==> config.mk <==
export PLATFORM = sky130hd
export DESIGN_NAME = aud_rx
export DESIGN_NICKNAME = d
export VERILOG_FILES = /design/src/rtl/aud_rx_pkg.sv /design/src/rtl/aud_rx_edge.sv /design/src/rtl/aud_rx_rj_shift.sv /design/src/rtl/aud_rx_lj_lane.sv /design/src/rtl/aud_rx.sv
export SDC_FILE = /design/constraint.sdc
export NUM_CORES = 1
export LEC_CHECK = 0
export ABC_AREA = 0
export BUFFER_PORTS_ARGS = -buffer_cell sky130_fd_sc_hd__buf_4
export CAP_MARGIN = 0
export CELL_PAD_IN_SITES_DETAIL_PLACEMENT = 0
export CELL_PAD_IN_SITES_GLOBAL_PLACEMENT = 1
export CORE_ASPECT_RATIO = 2
export CORE_MARGIN = 1.5
export CORE_UTILIZATION = 38
export CTS_BUF_LIST = sky130_fd_sc_hd__clkbuf_4
export DETAILED_ROUTE_END_ITERATION = 12
export PLACE_DENSITY_LB_ADDON = 0.1
export SETUP_SLACK_MARGIN = 0.3
export SLEW_MARGIN = 20
export SYNTH_ARGS = -nofsm -noshare
export SYNTH_HDL_FRONTEND = slang
export SYNTH_HIERARCHICAL = 1
export SYNTH_SLANG_ARGS = --single-unit
==> constraint.sdc <==
create_clock -name clk_i -period 1.55 [get_ports clk_i]
set_input_delay 0.155 -clock clk_i [delete_from_list [all_inputs] [get_ports clk_i]]
set_output_delay 0.155 -clock clk_i [all_outputs]
set_load 0.1 [all_outputs]
==> src/rtl/aud_rx_pkg.sv <==
package aud_rx_pkg;
  localparam int unsigned MAX_W = 24;
  localparam int unsigned LEN_BITS = 6;

  typedef logic [LEN_BITS-1:0] len_t;

  typedef enum logic [1:0] {
    MODE_RJ     = 2'd0,
    MODE_LJ_ALT = 2'd1,
    MODE_LJ_SIM = 2'd2
  } rx_mode_e;

  function automatic rx_mode_e decode_mode(input logic fmt, input logic sel);
    if (!fmt) return MODE_RJ;
    return sel ? MODE_LJ_SIM : MODE_LJ_ALT;
  endfunction

  function automatic len_t decode_len(input logic sel_a, input logic sel_b);
    case ({sel_b, sel_a})
      2'b00:   return len_t'(24);
      2'b01:   return len_t'(20);
      2'b10:   return len_t'(18);
      default: return len_t'(16);
    endcase
  endfunction
endpackage

==> src/rtl/aud_rx_edge.sv <==
module aud_rx_edge (
  input  logic clk_i,
  input  logic rst_ni,
  input  logic frame_i,
  input  logic start_lvl_i,
  output logic toggle_o,
  output logic start_o
);
  logic frame_q, primed_q;

  // first cycle after reset only loads the reference level
  always_ff @(posedge clk_i or negedge rst_ni) begin
    if (!rst_ni) begin
      frame_q  <= 1'b0;
      primed_q <= 1'b0;
    end else begin
      frame_q  <= frame_i;
      primed_q <= 1'b1;
    end
  end

  assign toggle_o = primed_q && (frame_i != frame_q);
  assign start_o  = toggle_o && (frame_i == start_lvl_i);
endmodule

==> src/rtl/aud_rx_rj_shift.sv <==
module aud_rx_rj_shift #(
  parameter int unsigned W = 24
) (
  input  logic         clk_i,
  input  logic         rst_ni,
  input  logic         d_i,
  output logic [W-1:0] sr_o
);
  always_ff @(posedge clk_i or negedge rst_ni) begin
    if (!rst_ni) sr_o <= '0;
    else         sr_o <= {sr_o[W-2:0], d_i};
  end
endmodule

==> src/rtl/aud_rx_lj_lane.sv <==
module aud_rx_lj_lane #(
  parameter int unsigned W = 24
) (
  input  logic         clk_i,
  input  logic         rst_ni,
  input  logic         restart_i,
  input  logic         d_i,
  output logic [W-1:0] word_o
);
  localparam int unsigned CW = $clog2(W + 1);

  logic [CW-1:0] cnt_q;

  // counter saturates at W: later bits of the half-frame are dropped
  always_ff @(posedge clk_i or negedge rst_ni) begin
    if (!rst_ni) begin
      word_o <= '0;
      cnt_q  <= CW'(W);
    end else if (restart_i) begin
      word_o <= {{(W-1){1'b0}}, d_i};
      cnt_q  <= CW'(1);
    end else if (cnt_q < CW'(W)) begin
      word_o <= {word_o[W-2:0], d_i};
      cnt_q  <= cnt_q + CW'(1);
    end
  end
endmodule

==> src/rtl/aud_rx.sv <==
module aud_rx
  import aud_rx_pkg::*;
#(
  parameter int unsigned W = aud_rx_pkg::MAX_W
) (
  input  logic         clk_i,
  input  logic         rst_ni,
  input  logic         fmt_i,
  input  logic         line0_i,
  input  logic         line1_i,
  input  logic         line2_i,
  input  logic         frame_i,
  output logic [W-1:0] left_o,
  output logic [W-1:0] right_o,
  output logic         valid_o
);
  localparam int unsigned LANES = 2;

  rx_mode_e mode;
  len_t     len;
  logic     start_lvl, toggle, start, is_sim, lj_restart;
  logic [W-1:0] rj_sr, rj_word, half_word, hold_q;
  logic [LANES-1:0][W-1:0] lj_word;
  logic [LANES-1:0] lane_d;
  logic synced_q, have_left_q;

  function automatic logic [W-1:0] sext(input logic [W-1:0] v, input len_t n);
    logic [W-1:0] r;
    for (int i = 0; i < int'(W); i++)
      r[i] = (i < int'(n)) ? v[i] : v[n - len_t'(1)];
    return r;
  endfunction

  assign mode      = decode_mode(fmt_i, line0_i);
  assign len       = decode_len(line1_i, line2_i);
  assign is_sim    = (mode == MODE_LJ_SIM);
  assign start_lvl = (mode != MODE_LJ_ALT);

  aud_rx_edge i_edge (
    .clk_i      (clk_i),
    .rst_ni     (rst_ni),
    .frame_i    (frame_i),
    .start_lvl_i(start_lvl),
    .toggle_o   (toggle),
    .start_o    (start)
  );

  aud_rx_rj_shift #(.W(W)) i_rj (
    .clk_i (clk_i),
    .rst_ni(rst_ni),
    .d_i   (line0_i),
    .sr_o  (rj_sr)
  );

  assign lane_d     = {line2_i, line1_i};
  assign lj_restart = is_sim ? start : toggle;

  for (genvar g = 0; g < LANES; g++) begin : g_lane
    aud_rx_lj_lane #(.W(W)) i_lane (
      .clk_i    (clk_i),
      .rst_ni   (rst_ni),
      .restart_i(lj_restart),
      .d_i      (lane_d[g]),
      .word_o   (lj_word[g])
    );
  end

  assign rj_word   = sext(rj_sr, len);
  assign half_word = (mode == MODE_RJ) ? rj_word : lj_word[0];

  always_ff @(posedge clk_i or negedge rst_ni) begin
    if (!rst_ni) begin
      synced_q    <= 1'b0;
      have_left_q <= 1'b0;
      hold_q      <= '0;
      left_o      <= '0;
      right_o     <= '0;
      valid_o     <= 1'b0;
    end else begin
      valid_o <= 1'b0;
      if (start) begin
        synced_q    <= 1'b1;
        have_left_q <= 1'b0;
        if (synced_q && (is_sim || have_left_q)) begin
          left_o  <= is_sim ? lj_word[0] : hold_q;
          right_o <= is_sim ? lj_word[1] : half_word;
          valid_o <= 1'b1;
        end
      end else if (toggle && synced_q && !is_sim) begin
        hold_q      <= half_word;
        have_left_q <= 1'b1;
      end
    end
  end
endmodule

# After elaboration in Yosys (flattened, before gate mapping)
# Cells that the tools add are included.
[op_classes]
addsub = 3
order_cmp = 27
eq_ne = 6
n_mux = 45
n_bitwise = 1
reduce_logical = 14
[op_table]
columns = ["cell", "count"]
rows = [
  ["24-bit two-way mux", 7],
  ["4-bit by 6-bit < comparator with 1-bit output (first input constant)", 8],
  ["5-bit by 6-bit < comparator with 1-bit output (first input constant)", 8],
  ["1-bit two-way mux", 30],
  ["3-bit by 6-bit < comparator with 1-bit output (first input constant)", 4],
  ["5-bit two-way mux", 4],
  ["1-bit by 6-bit < comparator with 1-bit output (first input constant)", 2],
  ["2-bit by 6-bit < comparator with 1-bit output (first input constant)", 2],
  ["4-bit case mux with 3 select lines", 1],
  ["5-bit by 1-bit adder with 5-bit output (second input constant)", 2],
  ["5-bit < comparator (second input constant)", 2],
  ["6-bit < comparator (second input constant)", 1],
  ["2-bit nonzero test", 3],
  ["6-bit by 1-bit subtractor with 6-bit output (second input constant)", 1],
  ["1-bit binary-select mux with 5-bit select", 1],
  ["1-bit logical AND", 5],
  ["2-bit == test (second input constant)", 2],
  ["2-bit zero test", 2],
  ["2-bit two-way mux", 2],
  ["2-bit AND reduction", 2],
  ["2-bit by 1-bit == test with 1-bit output (second input constant)", 1],
  ["2-bit by 1-bit != test with 1-bit output (second input constant)", 1],
  ["1-bit == test", 1],
  ["1-bit zero test", 1],
  ["other kinds (3)", 3],
]
[totals]
register_bits = 159
input_bits = 7
output_inout_bits = 49

# Depth between registers and ports, before layout
# Gate-level depths: netlist (run 1).
[depth]
depth_word = 8
mapped_depth = 12
mapped_depth_nobuf = 8

# Modules after synthesis
# The synthesis (run 1) kept the hierarchy.
[modules_own_cells]
columns = ["module", "instances", "cells_per_inst", "area_each_um2"]
rows = [
  ["aud_rx", 1, 411, 3997.6],
  ["aud_rx_lj_lane", 2, 132, 1552.7],
  ["aud_rx_rj_shift", 1, 24, 600.6],
  ["aud_rx_edge", 1, 9, 97.6],
]

# Worst setup path before layout (run 1)
# Ideal clock, no wire load.
[synth_path]
path_type = "input-to-reg"
start = "in fmt_i"
end = "reg left_o[17]"
setup_time_ps = 135
arrival_ps = 2109
setup_slack_ps = -694
cell_stages = 12
n_path_buf = 5
cell_sequence = "buf_4 -> buf_1 -> nand2b_1 -> or2b_1 -> o22ai_2 -> nand2_1 -> a21o_1 -> buf_2 -> buf_2 -> buf_2 -> nand2_1 -> o21ai_0"
[synth_via]
elab_chain_len = 5
[synth_lines]
columns = ["element", "line_no", "source"]
rows = [
  ["start: declaration", "aud_rx.sv:8", "input logic fmt_i,"],
  ["2-bit two-way mux", "aud_rx_pkg.sv:15", "return sel ? MODE_LJ_SIM : MODE_LJ_ALT;"],
  ["2-bit by 1-bit != test with 1-bit output", "aud_rx.sv:37", "assign start_lvl = (mode != MODE_LJ_ALT);"],
  ["net start_lvl", "aud_rx.sv:21", "logic start_lvl, toggle, start, is_sim, lj_restart;"],
  ["1-bit == test", "aud_rx_edge.sv:23", "assign start_o = toggle_o && (frame_i == start_lvl_i);"],
  ["1-bit logical AND", "aud_rx_edge.sv:23", ""],
  ["net start", "aud_rx.sv:21", ""],
  ["2-bit AND reduction (no line)", "--", ""],
  ["end signal: assignment", "aud_rx.sv:85", "left_o <= is_sim ? lj_word[0] : hold_q;"],
  ["end: declaration", "aud_rx.sv:13", "output logic [W-1:0] left_o,"],
]
# The timed path passes the listed nets, and every way through them passes these cells.
# A chain may end at the register's enable or synchronous reset.

# Worst setup path in the final report (run 1)
[layout_path]
start = "reg i_edge.primed_q"
end = "reg right_o[21]"
[layout_via]
elab_chain_len = 3
[layout_lines]
columns = ["element", "line_no", "source"]
rows = [
  ["start: declaration", "aud_rx_edge.sv:9", "logic frame_q, primed_q;"],
  ["start signal: assignment", "aud_rx_edge.sv:15", "primed_q <= 1'b0;"],
  ["start signal: assignment", "aud_rx_edge.sv:18", "primed_q <= 1'b1;"],
  ["1-bit logical AND", "aud_rx_edge.sv:22", "assign toggle_o = primed_q && (frame_i != frame_q);"],
  ["1-bit logical AND", "aud_rx_edge.sv:23", ""],
  ["net start", "aud_rx.sv:21", ""],
  ["2-bit AND reduction (no line)", "--", ""],
  ["end signal: assignment", "aud_rx.sv:86", "right_o <= is_sim ? lj_word[1] : half_word;"],
  ["end: declaration", "aud_rx.sv:14", "output logic [W-1:0] right_o,"],
]
# The timed path passes the listed nets, and every way through them passes these cells.

==> impl_metrics.ini, run 1 <==
[outcome]
status = finished with violations
violations = negative setup slack

[timing]
period_minus_slack_ns = 1.76
grt_setup_unrepaired = true
fmax_mhz = 568
slew_headroom = 0.601
setup_ws_ns = -0.209
final_max_slew_viol_count = 0
finalHoldViolations = 0
setup_viol = 111
tns_ns = -15.05
fin_crit_sh = 1.13
fin_worst_skew_ns = 0.0224
worstMarginPinSlew_ns = 0.597

[critical_path]
reg2reg_from = i_edge/primed_q
arrival_ns = 2.25
worstPathMaxFanout = 6
crit_required_ns = 2.04
rrSetupSlack_ns = -0.21
crit_type = flip-flop to flip-flop
r2r_cells = 7
r2r-end = right_o[21]
start_kind = flip-flop
end_kind = flip-flop
cp-startpoint = i_edge/primed_q

[clock_tree]
clock_latency_ns = 0.61
tritoncts_num_sinks = 159
htree_levels = 4
cts_buffer_depth = 2
cts_tree = yes
cts_buffers = 17
clkTransAtPathRegs_ns = 0.13
clockRootBuffer = clkbuf_4

[min_path]
worstHoldStart = fmt_i
hp-class = input port to flip-flop
min_path_cells = 4
min_to = hold_q[14]

[flow_run]
cap_violations = 0

[synthesis]
synthArstFlopShare = 1.00
yosys-mux-area-fraction = 0.102
synthAdderAreaFrac = 0.0112
synth-simple-area-share = 0.102
ys.flop_type = dfrtp_1
syn_inst = 708
syn_avg_cell_area_sq_um = 11.0
ys_seq_area_frac = 0.511
synth-seq-cells = 159
synth_top_area_share = 0.497
synth-edff-count = 0
synth_compound_area_frac = 0.216
synth_top_area_cell = dfrtp_1
syn-cell-area_sq_mm = 0.00780
yosys_warnings = 6
synth_top_family_by_area = compound AO/OA/AOI/OAI gates
synth_nets = 722
synth_area_leaders = dfrtp_1 50%, mux2i_1 8.0%, a21bo_1 6.2%, a21oi_2 5.4%, nand2_1 3.6%
synth-xor-area-share = 0
synth_cell_types = 52

[route]
vias_per_cell = 5.26
drc = 0
wl_per_cell_microns = 19.8
routed_wl_microns = 22100
firstDrtPassIters = 4
ant_nets = 0
vias = 5868
drt_iter0_drc = 250

[floorplanning]
die-area_sq_mm = 0.0215
fp-row-count = 74
die_h_microns = 206
die_x_microns = 104
io-pin-count = 56
coreArea_sq_mm = 0.0203
initial_utilization = 0.385

[power_and_ir_drop]
power_frac_seq = 0.340
irDropWorstVdd_mv = 0.898
p_leak_nw = 4.85
clockPowerShare = 0.155
comb_power_share = 0.505
power.switching_mw = 8.22
internal_power_mw = 10.0
swShare = 0.451
power_density_mw_per_mm2 = 1670

[finish]
drive_gt1_frac = 0.409
finalNonFillerCells = 1115
layout_common_cells = 153 x dfrtp_1, 66 x buf_12, 62 x mux2i_1, 62 x buf_4
layout_commonest_cell = dfrtp_1
fin_area_sq_mm = 0.0109
nNetsFinal = 849
areaGrowthSynthToFinish_pct = 39.8

[placement]
finalWeightedCongestion = 0.812
dpl_cell_area_sq_mm = 0.00874
dp.cells = 1025
place_hpwl_microns = 13600
portBuffers = 55
place_ws_ns = -0.309

[global_routing]
grt_antenna_before_repair = 1
first_global_vias = 5930
grt_overflow = 0
grt_use_total = 0.205
grt_pass1_wl_microns = 33500
grt_max_degree = 55
[metal layers]
metal / global-route usage / share of wire / up-vias
li1: - / - / 2774
met1: 0.245 / 0.41 / 2982
met2: 0.370 / 0.54 / 88
met3: 0.0409 / 0.022 / 24
met4: 0.0585 / 0.024 / 0
met5: 0 / 0 / -
[repair_timing]
action	CTS	global route
hold buffers	6	1
endpoints found under the hold margin	163	14
resized for setup	218	91
setup buffers	27	9
endpoints found under the setup margin	181	196
gates cloned	7	8
pin swaps	13	17
[state kept, by name (all words and copies together), names as in the netlist]
signal,count
g_lane.i_lane/cnt_q,10
g_lane.i_lane/word_o,48
have_left_q,1
hold_q,24
i_edge/frame_q,1
i_edge/primed_q,1
i_rj/sr_o,24
left_o,24
right_o,24
synced_q,1
valid_o,1
[cells in the mapped netlist (7+ instances only)]
library cell / count
a21bo_1: 48
a21oi_1: 22
a21oi_2: 48
buf_2: 18
buf_4: 10
buf_6: 19
clkbuf_1: 10
dfrtp_1: 155
ha_1: 7
mux2_2: 10
mux2i_1: 62
nand2_1: 74
nand3_1: 48
nor2_1: 27
o21ai_0: 52
o21ai_1: 21
[how the worst max path moves through the flow]
| stage | endpoint | slack, ns | depth (start not counted) |
|---|---|---|---|
| global route | right_o[21] | -0.27 | 7 |
| detailed placement | right_o[19] | -0.31 | 7 |
| floorplan | left_o[10] | -0.24 | 12 |
| CTS | hold_q[23] | -0.14 | 4 |
| global placement | hold_q[22] | -0.25 | 8 |
| finish | right_o[21] | -0.21 | 7 |
[worst max-delay path, stage by stage, from the launching register on]
cell and delay, ns:
dfrtp_1 0.38, or2b_1 0.27, o22ai_4 0.21, nand2_4 0.10
buf_12 0.14, a21o_4 0.24, a221oi_4 0.23, a21oi_2 0.09
[stage by stage]
| stage | power (mW) | util | hold slack [ns] |
|---|---|---|---|
| 2_1_floorplan | 11.5 | - | -0.141 |
| 3_3_place_gp | 13.0 | 0.431 | 0.0103 |
| 3_5_place_dp | 13.1 | 0.431 | 0.0127 |
| 4_1_cts | 17.8 | 0.509 | 0.0196 |
| 5_1_grt | 19.1 | 0.538 | 0.0482 |
| 6_report | 18.2 | 0.538 | 0.0654 |
[cell type report]
| class | count | area [sq um] |
|---|---|---|
| tap | 266 | 333 |
| fill | 1748 | 9370 |
| timing repair buffer | 166 | 2380 |
| antenna | 1 | 2.50 |
| multi-input combinational | 485 | 3840 |
| clock inverter | 15 | 194 |
| inverter | 6 | 37.5 |
| clock buffer | 17 | 128 |
| sequential | 159 | 3990 |
[power groups by stage]
stage | Combinational (mW) | Clock (mW) | Sequential, mW
6_report | 9.21 | 2.83 | 6.21
2_1_floorplan | 2.42 | 0 | 9.09
3_5_place_dp | 7.10 | 0 | 5.99
5_1_grt | 9.65 | 3.08 | 6.35
3_3_place_gp | 7.04 | 0 | 5.95
4_1_cts | 8.77 | 2.93 | 6.14
[cell families (layout without fill, tap and decap cells)]
family | after synthesis | count (layout)
AOI/OAI and AO/OA | 224 | 226
and+or+nand+nor | 175 | 175
DFF | 159 | 159
muxes | 76 | 76
buffers and inverters | 66 | 204
adders and majority gates | 7 | 7
other | 1 | 2
No activity file was read; power rests on OpenSTA's default activity.
==> run 2: changes to the inputs <==
CTS_BUF_LIST = default   (was sky130_fd_sc_hd__clkbuf_4)
clock period = 1.65 ns   (was 1.55 ns; I/O delays follow)
==> run 2 against run 1 <==
- the flow still finishes with violations (negative setup slack)
- clock power up 45%
- flip-flop and latch count unchanged
- cell count down 3.2%
- wire length down 2.6%
- via count down 2.6%
- fmax up 2.4%
- hold slack better by 0.064 ns
- sequential share of layout area up 1.7 points
- first-iteration DRC count up 5.6%
- clock-buffer cell count up 3
- register-to-register slack better by 0.14 ns
==> impl_metrics.ini, run 2 (synthesis results as in run 1) <==
[outcome]
status = finished with violations
violations = negative setup slack

[timing]
period_minus_slack_ns = 1.72
fmax_mhz = 582
worstMarginPinSlew_ns = 0.549
finalHoldViolations = 0
hold_slack_ns = 0.129
setup_viol = 33
fin_crit_sh = 1.04
grt_setup_unrepaired = true
setup_ws_ns = -0.0682
fin_worst_skew_ns = 0.00532
slew_headroom = 0.634
final_max_slew_viol_count = 0

[finish]
layout_common_cells = 153 x dfrtp_1, 80 x buf_4, 62 x mux2i_1
drive_gt1_frac = 0.416
regMostFlops = g_lane.i_lane/word_o
areaGrowthSynthToFinish_pct = 33.8
final_util = 0.515
layout_commonest_cell = dfrtp_1
fin_area_sq_mm = 0.0104
largest_reg_flops = 48
nNetsFinal = 815
antenna_cells = 0
finalNonFillerCells = 1079

[power_and_ir_drop]
p_total_mw = 17.1
irDropWorstVdd_mv = 0.914
power_density_mw_per_mm2 = 1640
p_leak_nw = 4.67

[route]
drc = 0
routed_wl_microns = 21500
wl_per_cell_microns = 20.0
drt_iter0_drc = 264
vias = 5717
ant_nets = 0
vias_per_cell = 5.30
firstDrtPassIters = 4

[floorplanning]
initial_utilization = 0.385
fp-row-count = 74
die-area_sq_mm = 0.0215
die_x_microns = 104
coreArea_sq_mm = 0.0203
die_h_microns = 206
io-pin-count = 56

[clock_tree]
clock_latency_ns = 0.43
cts_buffers = 17
htree_levels = 4
cts_buffer_depth = 2
clockRootBuffer = clkbuf_16
tritoncts_num_sinks = 159
clkTransAtPathRegs_ns = 0.06
cts_tree = yes

[placement]
place_hpwl_microns = 13500
dp.cells = 1021
finalWeightedCongestion = 0.797
dpl_cell_area_sq_mm = 0.00874
portBuffers = 55

[global_routing]
grt_pass1_wl_microns = 34400
grt_antenna_before_repair = 0
grt_overflow = 0
grt_max_degree = 47
grt_use_total = 0.212
first_global_vias = 5926

[critical_path]
cp-startpoint = i_edge/primed_q
reg2reg_from = i_edge/primed_q
r2r_cells = 8
start_kind = flip-flop
endpoint = valid_o
crit_required_ns = 2.03
rrSetupSlack_ns = -0.07
end_kind = flip-flop
r2r-end = valid_o
crit_type = flip-flop to flip-flop
arrival_ns = 2.10
worstPathMaxFanout = 7

[flow_run]
cap_violations = 0

[min_path]
min_path_cells = 3
hp-class = input port to flip-flop
## run 2: layout make-up
class                           instances  area [sq um]
Fill cell                            1805          9840
Sequential cell                       159          3990
Multi-Input combinational cell        486          3950
Timing Repair Buffer                  131          1520
Clock buffer                           20           437
Tap cell                              266           333
Clock inverter                         11           166
Inverter                                6          37.5
## run 2: critical path, stage by stage, from the launching register on
cell     delay, ns
dfrtp_1       0.34
or2b_1        0.27
o22ai_4       0.20
nand2_4       0.12
a21o_4        0.30
inv_4         0.11
buf_6         0.13
buf_4         0.11
buf_6         0.07
## run 2: report_power, final
part	switching (mW)	internal [mW]	leakage (nW)	total, mW
sequential	0.880	4.81	2.04	5.69
combinational	5.17	2.19	2.35	7.36
clock	1.58	2.51	0.286	4.09
## run 2: worst min path at each step
stage	from	end	slack (ns)
detailed placement	rst_ni	right_o[2]	0.09
finish	line2_i	g_lane[1].i_lane/word_o[0]	0.13
global route	line2_i	g_lane[1].i_lane/word_o[0]	0.13
CTS	line2_i	g_lane[1].i_lane/word_o[0]	0.11
floorplan	rst_ni	g_lane[0].i_lane/cnt_q[0]	-0.13
global placement	rst_ni	left_o[2]	0.08
## run 2: metrics by stage
| step | setup WS, ns | TNS, ns |
|---|---|---|
| floorplan | -0.148 | -7.00 |
| global placement | -0.164 | -3.80 |
| detailed placement | -0.216 | -4.71 |
| CTS | -0.0435 | -0.325 |
| global route | -0.135 | -4.28 |
| finish | -0.0682 | -1.12 |
## run 2: timing repair
| action | in CTS | in global routing |
|---|---|---|
| buffers inserted | 1 | 8 |
| hold buffers | 2 | 0 |
| setup endpoints to repair | 132 | 134 |
| gates resized for setup | 129 | 73 |
| pin swaps | 52 | 22 |
| cloned | 14 | 2 |
| endpoints found under the hold margin | 156 | 0 |
## run 2: metal layers
metal / vias up / GRT usage / share of wire
met1: 2899 / 0.252 / 0.41
met4: 0 / 0.0828 / 0.029
li1: 2704 / - / -
met3: 33 / 0.0333 / 0.022
met2: 81 / 0.382 / 0.54
met5: - / 0 / 0
==> run 3: changes to the inputs <==
ABC_AREA = 1   (was 0)
==> run 3 against run 2 <==
- the run now ends clean
- sequential share of layout area increased by 7.1 points
- flip-flop and latch count unchanged
- wire length decreased by 12%
- utilization decreased by 2.0 points
- clock skew increased by 0.0052 ns
- critical path type unchanged
- critical endpoint is now left_o[6]
- sequential power decreased by 8.4%
- clock-buffer cell count decreased by 2
- design area decreased by 16%
- non-clock buffer count decreased by 36
- fmax increased by 9.5%
- via count decreased by 2.6%
- highest routed layer unchanged
- clock power increased by 15%
==> impl_metrics.ini, run 3 <==
[synthesis]
syn_avg_cell_area_sq_um = 8.59
synth_top_area_cell = dfrtp_1
synth_commonest_cells = 315 x nand2_1, 155 x dfrtp_1, 69 x nor2_1
yosys_warnings = 6
synthArstFlopShare = 1.00
synth-seq-cells = 159
synth_nets = 817
ys.flop_type = dfrtp_1
synth_top_area_share = 0.562
syn-cell-area_sq_mm = 0.00690
synth-edff-count = 0
synth_cell_types = 24
synth_most_common_cell = nand2_1
syn_inst = 803
ys_seq_area_frac = 0.578
synth_area_leaders = dfrtp_1 56%, nand2_1 17%, nand3_1 4.6%, nor2_1 3.8%, a21oi_1 3.2%

[critical_path]
end_kind = flip-flop
crit_type = flip-flop to flip-flop
start_kind = flip-flop
arrival_ns = 1.90
crit_required_ns = 1.98
worstPathMaxFanout = 10

[finish]
fillCellCount = 1744
final_util = 0.495
layout_common_cells = 293 x nand2_1, 155 x dfrtp_1, 71 x buf_4
regMostFlops = g_lane.i_lane/word_o
finalNonFillerCells = 1106
antenna_cells = 0
nNetsFinal = 895
largest_reg_flops = 48
layout_commonest_cell = nand2_1
drive_gt1_frac = 0.218
areaGrowthSynthToFinish_pct = 27.6

[global_routing]
grt_max_degree = 43
first_global_vias = 5635
grt_antenna_before_repair = 0
grt_pass1_wl_microns = 29200
grt_use_total = 0.194
grt_overflow = 0

[clock_tree]
tritoncts_num_sinks = 159
clockRootBuffer = clkbuf_16
clock_latency_ns = 0.43
cts_buffer_depth = 2
cts_tree = yes
clkTransAtPathRegs_ns = 0.07
cts_buffers = 17
htree_levels = 4

[floorplanning]
die_x_microns = 98.3
fp-row-count = 69
io-pin-count = 56
die-area_sq_mm = 0.0190
die_h_microns = 194
coreArea_sq_mm = 0.0178
initial_utilization = 0.388

[route]
vias_per_cell = 5.04
wl_per_cell_microns = 17.2
drt_iter0_drc = 215
routed_wl_microns = 19000
drc = 0
firstDrtPassIters = 4
ant_nets = 0
vias = 5570

[timing]
finalHoldViolations = 0
period_minus_slack_ns = 1.57
slew_headroom = 0.673
hold_slack_ns = 0.0222
fmax_mhz = 637
setup_viol = 0
worstMarginPinSlew_ns = 0.486
final_max_slew_viol_count = 0
setup_ws_ns = 0.0809
fin_worst_skew_ns = 0.0105
fin_crit_sh = 0.951
grt_setup_unrepaired = true

[power_and_ir_drop]
power_density_mw_per_mm2 = 1760
p_leak_nw = 4.40
irDropWorstVdd_mv = 0.945

[flow_run]
cap_violations = 0

[placement]
finalWeightedCongestion = 0.789
place_ws_ns = -0.135
dp.cells = 1055
portBuffers = 55
place_hpwl_microns = 12000

[min_path]
hp-class = input port to flip-flop

[outcome]
status = finished, final reports clean
run 3: cell count changes in the layout (fill, tap and decap cells not counted), moves of 11 or more:
cell,delta
nand2_1,+265
mux2i_1,-62
a21bo_1,-48
a21oi_2,-46
nor2_1,+46
o21ai_1,-29
o21ai_2,-28
inv_1,+25
a21oi_1,+24
a31oi_1,+20
nand2_4,-15
nand3_1,+14
buf_12,-11
run 3: power by group:
part	leakage (nW)	switching [mW]	internal, mW
registers	1.98	0.552	4.66
clock network	0.335	1.65	3.04
logic	2.09	4.29	1.26
run 3: cell type report:
type                            instances  area (sq um)  area share
Clock buffer                           18           439      0.0499
Timing Repair Buffer                   95           913       0.104
Timing Repair inverter                  4          50.0     0.00569
Tap cell                              213           267      0.0303
Inverter                               41           208      0.0236
Sequential cell                       159          3980       0.453
Clock inverter                         13           259      0.0294
Multi-Input combinational cell        563          2680       0.304
run 3: worst max-delay path, stage by stage, from the launching register on:
cell	delay, ns
dfrtp_1	0.35
inv_1	0.05
nand2_2	0.05
nand3_2	0.11
nor2_4	0.14
inv_4	0.06
nor3_4	0.16
buf_6	0.19
buf_12	0.15
nor2_1	0.05
a31oi_1	0.17
run 3: through the flow:
| step | TNS (ns) | instance area (sq um) | power [mW] |
|---|---|---|---|
| after floorplan | 0 | 7030 | 9.35 |
| after global placement | -0.618 | 7650 | 10.5 |
| after detailed placement | -0.931 | 7650 | 10.6 |
| after CTS | 0 | 8430 | 15.4 |
| after global routing | -0.00144 | 8800 | 16.1 |
| final | 0 | 8800 | 15.4 |
run 3: kinds of logic after synthesis:
group,synth area share
AND/OR/NAND/NOR,0.271
other,0.000544
multiplexers,0.0196
AO/OA/AOI/OAI,0.0646
buffers and inverters,0.0542
flip-flops,0.578
adder cells (fa/ha/maj),0.0127
run 3: per-layer routing:
metal  vias up  part of all wire  global-route usage  routed length [microns]
li1       2721                 -                   -                        -
met1      2766              0.41               0.241                     7840
met2        68              0.55               0.337                    10400
met3        15             0.020              0.0318                      379
met4         0             0.022              0.0730                      422
met5         -                 0                   0                        0
run 3: what timing repair did:
action,in CTS,in global routing
setup endpoints to repair,128,131
gates cloned,0,8
endpoints found under the hold margin,38,1
gates resized for setup,13,57
hold buffers,2,1
pin swaps,1,8
buffers inserted,2,7
run 3: final timing paths:
path	end	from	slack, ns	cells past startpoint
max in group asynchronous	g_lane[1].i_lane/cnt_q[3]	rst_ni	0.74	3
min in group asynchronous	g_lane[0].i_lane/cnt_q[1]	rst_ni	0.24	2
min	g_lane[1].i_lane/word_o[0]	line2_i	0.02	3
min reg2reg	i_rj/sr_o[1]	i_rj/sr_o[0]	0.37	0
max reg2reg	left_o[6]	i_edge/frame_q	0.08	10
max	left_o[6]	i_edge/frame_q	0.08	10
